## config.mk

```make
export PLATFORM = sky130hd
export DESIGN_NAME = mmr_router
export DESIGN_NICKNAME = d
export VERILOG_FILES = /design/src/rtl/mmr_pkg.sv /design/src/rtl/mmr_decode.sv /design/src/rtl/mmr_ram.sv /design/src/rtl/mmr_devregs.sv /design/src/rtl/mmr_router.sv
export SDC_FILE = /design/constraint.sdc
export NUM_CORES = 2
export LEC_CHECK = 0
export BUFFER_PORTS_ARGS = -buffer_cell sky130_fd_sc_hd__buf_2
export CAP_MARGIN = 30
export CELL_PAD_IN_SITES_DETAIL_PLACEMENT = 0
export CELL_PAD_IN_SITES_GLOBAL_PLACEMENT = 2
export CORE_MARGIN = 10
export CORE_UTILIZATION = 48
export DETAILED_ROUTE_END_ITERATION = 8
export GPL_TIMING_DRIVEN = 0
export PLACE_DENSITY_LB_ADDON = 0.1
export SYNTH_ARGS = -nofsm -noshare
export SYNTH_HDL_FRONTEND = slang
export SYNTH_SLANG_ARGS = --single-unit
```

## constraint.sdc

```tcl
create_clock -name clk -period 4.1 [get_ports clk]
set_clock_uncertainty 0.15 [all_clocks]
set_input_delay 0.205 -clock clk [delete_from_list [all_inputs] [get_ports clk]]
set_output_delay 0.205 -clock clk [all_outputs]
set_load 0.01 [all_outputs]
```

## src/rtl/mmr_pkg.sv

```systemverilog
// Package: shared target encoding for the store router.
// Assumes: the four targets are indexed 0..3 in the one-hot select vector.
package mmr_pkg;
    typedef enum logic [1:0] {
        TGT_RAM  = 2'd0,
        TGT_LED  = 2'd1,
        TGT_CMD  = 2'd2,
        TGT_NONE = 2'd3
    } tgt_e;

    localparam int NTGT = 4;
endpackage

```

## src/rtl/mmr_decode.sv

```systemverilog
// Module: mmr_decode
// Maps a bus address onto a one-hot target select. Addresses that fall in
// none of the regions select TGT_NONE.
// Assumes: RAM_BASE is aligned to the RAM window size (2**RAM_AW).
module mmr_decode
    import mmr_pkg::*;
#(
    parameter int          ADDR_W   = 16,
    parameter int          RAM_AW   = 8,
    parameter logic [15:0] RAM_BASE = 16'h2000,
    parameter logic [15:0] LED_ADDR = 16'h0040,
    parameter logic [15:0] CMD_ADDR = 16'hF000
) (
    input  logic [ADDR_W-1:0] addr,
    output logic [NTGT-1:0]   sel
);
    localparam int HI_W = ADDR_W - RAM_AW;

    logic [HI_W-1:0] ram_page;
    assign ram_page = RAM_BASE[ADDR_W-1:RAM_AW];

    // Priority chain: exactly one select bit is set on every path.
    always_comb begin
        sel = '0;
        if (addr[ADDR_W-1:RAM_AW] == ram_page)
            sel[int'(TGT_RAM)] = 1'b1;
        else if (addr == LED_ADDR[ADDR_W-1:0])
            sel[int'(TGT_LED)] = 1'b1;
        else if (addr == CMD_ADDR[ADDR_W-1:0])
            sel[int'(TGT_CMD)] = 1'b1;
        else
            sel[int'(TGT_NONE)] = 1'b1;
    end
endmodule

```

## src/rtl/mmr_ram.sv

```systemverilog
// Module: mmr_ram
// Byte RAM with a synchronous write and an asynchronous read port. The
// caller registers the read result.
// Assumes: the contents have no reset, and start undefined.
module mmr_ram #(
    parameter int DATA_W = 8,
    parameter int AW     = 8
) (
    input  logic              clk,
    input  logic              we,
    input  logic [AW-1:0]     addr,
    input  logic [DATA_W-1:0] wdata,
    output logic [DATA_W-1:0] rdata
);
    localparam int DEPTH = 1 << AW;

    logic [DATA_W-1:0] mem [DEPTH];

    // Store path: write the addressed byte when strobed.
    always_ff @(posedge clk) begin
        if (we)
            mem[addr] <= wdata;
    end

    assign rdata = mem[addr];
endmodule

```

## src/rtl/mmr_devregs.sv

```systemverilog
// Module: mmr_devregs
// Holds the device-side state: the LED bit, the one-cycle command pulse and
// the sticky "command seen" status flag.
// Assumes: led_we and cmd_we are never high together (they come from a
// one-hot decode).
module mmr_devregs (
    input  logic clk,
    input  logic rst_n,
    input  logic led_we,
    input  logic cmd_we,
    input  logic led_d,
    output logic led_q,
    output logic pulse_q,
    output logic seen_q
);
    // Device state update, cleared by synchronous active-low reset.
    always_ff @(posedge clk) begin
        if (!rst_n) begin
            led_q   <= 1'b0;
            pulse_q <= 1'b0;
            seen_q  <= 1'b0;
        end else begin
            if (led_we)
                led_q <= led_d;
            pulse_q <= cmd_we;
            if (cmd_we)
                seen_q <= 1'b1;
        end
    end
endmodule

```

## src/rtl/mmr_router.sv

```systemverilog
// Module: mmr_router (top)
// Decodes each bus cycle onto RAM, the LED register or the command/status
// register, gates the store strobe to the selected target, and registers
// the read data from the selected target.
// Assumes: bus_we and bus_re are not asserted in the same cycle.
module mmr_router
    import mmr_pkg::*;
#(
    parameter int          ADDR_W   = 16,
    parameter int          DATA_W   = 8,
    parameter int          RAM_AW   = 8,
    parameter logic [15:0] RAM_BASE = 16'h2000,
    parameter logic [15:0] LED_ADDR = 16'h0040,
    parameter logic [15:0] CMD_ADDR = 16'hF000
) (
    input  logic              clk,
    input  logic              rst_n,
    input  logic [ADDR_W-1:0] bus_addr,
    input  logic [DATA_W-1:0] bus_wdata,
    input  logic              bus_we,
    input  logic              bus_re,
    output logic [DATA_W-1:0] bus_rdata,
    output logic              led_out,
    output logic              cmd_pulse
);
    logic [NTGT-1:0]   sel;
    logic [DATA_W-1:0] ram_rd;
    logic              seen;
    logic [DATA_W-1:0] rd_mux;

    mmr_decode #(
        .ADDR_W  (ADDR_W),
        .RAM_AW  (RAM_AW),
        .RAM_BASE(RAM_BASE),
        .LED_ADDR(LED_ADDR),
        .CMD_ADDR(CMD_ADDR)
    ) u_dec (
        .addr(bus_addr),
        .sel (sel)
    );

    mmr_ram #(
        .DATA_W(DATA_W),
        .AW    (RAM_AW)
    ) u_ram (
        .clk  (clk),
        .we   (bus_we & sel[int'(TGT_RAM)]),
        .addr (bus_addr[RAM_AW-1:0]),
        .wdata(bus_wdata),
        .rdata(ram_rd)
    );

    mmr_devregs u_dev (
        .clk    (clk),
        .rst_n  (rst_n),
        .led_we (bus_we & sel[int'(TGT_LED)]),
        .cmd_we (bus_we & sel[int'(TGT_CMD)]),
        .led_d  (bus_wdata[0]),
        .led_q  (led_out),
        .pulse_q(cmd_pulse),
        .seen_q (seen)
    );

    // Read multiplexer: pick the selected target's read value, zero if unmapped.
    always_comb begin
        rd_mux = '0;
        unique case (1'b1)
            sel[int'(TGT_RAM)]: rd_mux = ram_rd;
            sel[int'(TGT_LED)]: rd_mux = {{(DATA_W-1){1'b0}}, led_out};
            sel[int'(TGT_CMD)]: rd_mux = {{(DATA_W-1){1'b0}}, seen};
            default:            rd_mux = '0;
        endcase
    end

    // Read data register: load on request, hold otherwise.
    always_ff @(posedge clk) begin
        if (!rst_n)
            bus_rdata <= '0;
        else if (bus_re)
            bus_rdata <= rd_mux;
    end
endmodule

```

==> results.ini <==
[status]
outcome = finished with violations
violations = setup timing

[timing]
fmax_mhz = 231
finalSetupTns_ps = -39920
maxSlewViolCount = 0
rsz0062_at_grt = true
post-route-period-util = 1.06
hold_ws_ps = 100
max_slew_margin = 0.228
min_period_ps = 4330
setup_violations = 507
fin_ws_ps = -228
worst_slew_pin_slew_ps = 1160
finalHoldViolCount = 0

[logic_synthesis]
synthArstFlopShare = 0
syn_inst = 3632
synth_cell_types = 60
synth_top_area_share = 0.770
synth-edff-count = 2048
synth-seq-cells = 2059
seq_area_frac_synth = 0.772
synth.most_common_cell = edfxtp_1
synth_area_leaders = edfxtp_1, mux4_2, nor2_1, mux2i_1, clkbuf_1
synth_area_leader_cell = edfxtp_1
synth.cell_area_um2 = 79900
synthesis.nets = 3660
yosys_warnings = 0
synth.avg_cell_area_um2 = 22.0
yosys-top-cells-count = edfxtp_1, mux4_2, nor2_1
synthFlopType = edfxtp_1

[layout]
postLayoutCellArea_um2 = 91500
syn2layout_area_growth_pct = 14.5
drive_gt1_frac = 0.301
fill_cells = 12500
nets = 3999

[power_and_ir_drop]
clockPowerShare = 0.417
p_leak_nw = 28.4
p_sw_mw = 10.2
powerDensity_nw_per_um2 = 488
pwr-share-comb = 0.065
p_int_mw = 34.5
power.share.sequential = 0.518
p_sw_frac = 0.229
peakVddDrop_mv = 0.486

[floorplan]
die_h_um = 428
start_util = 0.484
dieArea_um2 = 183000
pin_count = 38
rows = 149
fp.dieW_um = 428
core_um2 = 165000

[critical_path]
r2r_end = bus_rdata[6]$_SDFFE_PN0P_
r2r_slack_ps = 670
criticalPathCategory = input pin to flip-flop
crit_start = bus_addr[2]
path_cells = clkbuf_1 -> nor2b_1 -> clkbuf_1 -> clkbuf_1 -> buf_8 -> clkbuf_1 -> buf_8 -> nand2_1 -> clkbuf_2 -> buf_16 -> nor2_1
crit_end = u_ram.mem[116][7]$_DFFE_PP_
crit_slowest_cell = nor2_1
required_ps = 4430
cp_slowest_stage_delay_ps = 710
rr_worst_depth = 7
cp-end-kind = flip-flop
arrival_ps = 4660
critPathLaunchType = input pin
critPathMostFrequentCell = clkbuf_1
cp_max_fo = 10
regToRegStartpoint = u_ram.mem[171][6]$_DFFE_PP_

[global_routing]
grt_antenna_before_repair = 29
grt_pass1_vias = 42400
grt_usage = 0.336
grt-ovfl-total = 0
grt_max_degree = 158
grt_first_pass_wirelength_mm = 406

[clock_tree]
cts_tree = yes
insertion_delay_ps = 870
postCtsSetupRepairBufs = 0
cts-root-buf = clkbuf_16
cts_buffers = 210
clkSinkCount = 2059
cts_max_path_buffers = 3
path_clk_slew_ps = 60
htreeDepth = 4

[placed_design]
gp_congestion = 0.982
dp_hpwl_mm = 207
dp_slack_ps = -2890
io_buffer_count = 31
postPlaceCellArea_um2 = 84100

[flow_run]
maxCapViolCount = 0

[routing]
wl_per_cell_um = 49.5
vias = 44100
viasPerCell = 6.96
drt_iter0_drc = 7841
dr.pass1.iters = 6
routed_wl_mm = 313
route.detailed.drc = 0
ant_nets = 0

[worst_hold_path]
hold_path_class = input pin to flip-flop

## state kept, by name, indices dropped and copies added, names as in the netlist
| signal | flops |
|---|---|
| bus_rdata | 8 |
| u_dev.seen_q | 1 |
| u_dev.pulse_q | 1 |
| u_ram.mem | 2048 |
| u_dev.led_q | 1 |
## worst max-delay path, delay by kind of cell
kind	cells	cell delay [ps]
simple gates	3	1370
buf+inv	8	3010
## cell type report
type,count,area (um^2),share of cell area
sequential,2059,61700,0.675
clock buffer,264,5560,0.0608
clock inverter,112,982,0.0107
multi-input combinational,1348,17400,0.190
inverter,7,26.3,0.000287
buffer,216,1350,0.0148
tap,2189,2740,0.0299
timing repair buffer,129,1670,0.0182
antenna,15,37.5,0.000410
## placed cells by master (no fill, tap or decap), drive strengths merged, types with 5 or more instances in the layout
cell / netlist / routed
edfxtp: 2048 / 2048
mux4: 542 / 542
clkbuf: 95 / 357
nor2: 288 / 288
buf: 123 / 233
mux2i: 104 / 104
clkinv: 0 / 90
nand2: 80 / 80
a22oi: 33 / 33
o22ai: 29 / 29
nor2b: 28 / 28
a21oi: 25 / 25
nand3: 21 / 21
dlygate4sd3: 0 / 19
a211oi: 17 / 17
nand2b: 16 / 16
o21ai: 16 / 16
diode: 0 / 15
bufinv: 0 / 15
a221oi: 14 / 14
nor4: 12 / 12
inv: 7 / 12
a22o: 11 / 11
dfxtp: 11 / 11
a2111oi: 11 / 11
nor3: 10 / 10
mux2: 8 / 8
and3: 7 / 7
and2: 7 / 7
a31oi: 7 / 7
nand4: 6 / 6
or2: 6 / 6
o32ai: 5 / 5
## how the worst min path moves through the flow
stage,depth (start not counted),to,slack [ps],from
after detailed placement,1,u_dev.seen_q$_SDFFE_PN0P_,330,u_dev.seen_q$_SDFFE_PN0P_
after global routing,3,u_ram.mem[251][6]$_DFFE_PP_,90,bus_addr[7]
after global placement,1,u_dev.seen_q$_SDFFE_PN0P_,290,u_dev.seen_q$_SDFFE_PN0P_
final,4,u_dev.pulse_q$_SDFF_PN0_,100,bus_addr[12]
after CTS,3,u_ram.mem[248][1]$_DFFE_PP_,30,bus_addr[7]
after floorplan,0,u_ram.mem[0][0]$_DFFE_PP_,150,bus_wdata[0]
## power by group through the flow
stage          Sequential (mW)  Clock [mW]  Combinational, mW
6_report                  23.1        18.6               2.90
5_1_grt                   23.1        19.5               2.87
4_1_cts                   23.1        18.6               2.81
3_5_place_dp              23.6           0               2.78
3_3_place_gp              23.7           0               2.64
2_1_floorplan             23.6           0               1.08
## metal layers
layer  up-vias  global-route usage  wire length, um
met5         -             0.00728              324
met4        20               0.185            20200
met3       672               0.101            38900
met2      3553               0.503           141000
met1     23900               0.442           113000
li1      16000                   -                -
## through the flow
step	cells	power, mW	util
global placement	5852	26.3	0.501
global route	6324	45.5	0.554
floorplan	3632	24.7	-
detailed placement	5922	26.4	0.509
finish	6339	44.7	0.554
CTS	6315	44.6	0.553
## logic make-up (layout without fill, tap and decap cells)
logic type	after synthesis	after routing	synth area share
flops	2059	2059	0.772
mux	654	654	0.167
simple gates	491	491	0.0267
buf+inv	225	728	0.0156
compound gates	203	203	0.0184
other cells	0	15	0
## repair_timing
action | CTS | global route
setup endpoints to repair | 1800 | 168
hold endpoints to repair | 968 | 0
gates resized for setup | 165 | 25
hold buffers | 19 | 0
Note: power is estimated with default switching activity, not from simulation.
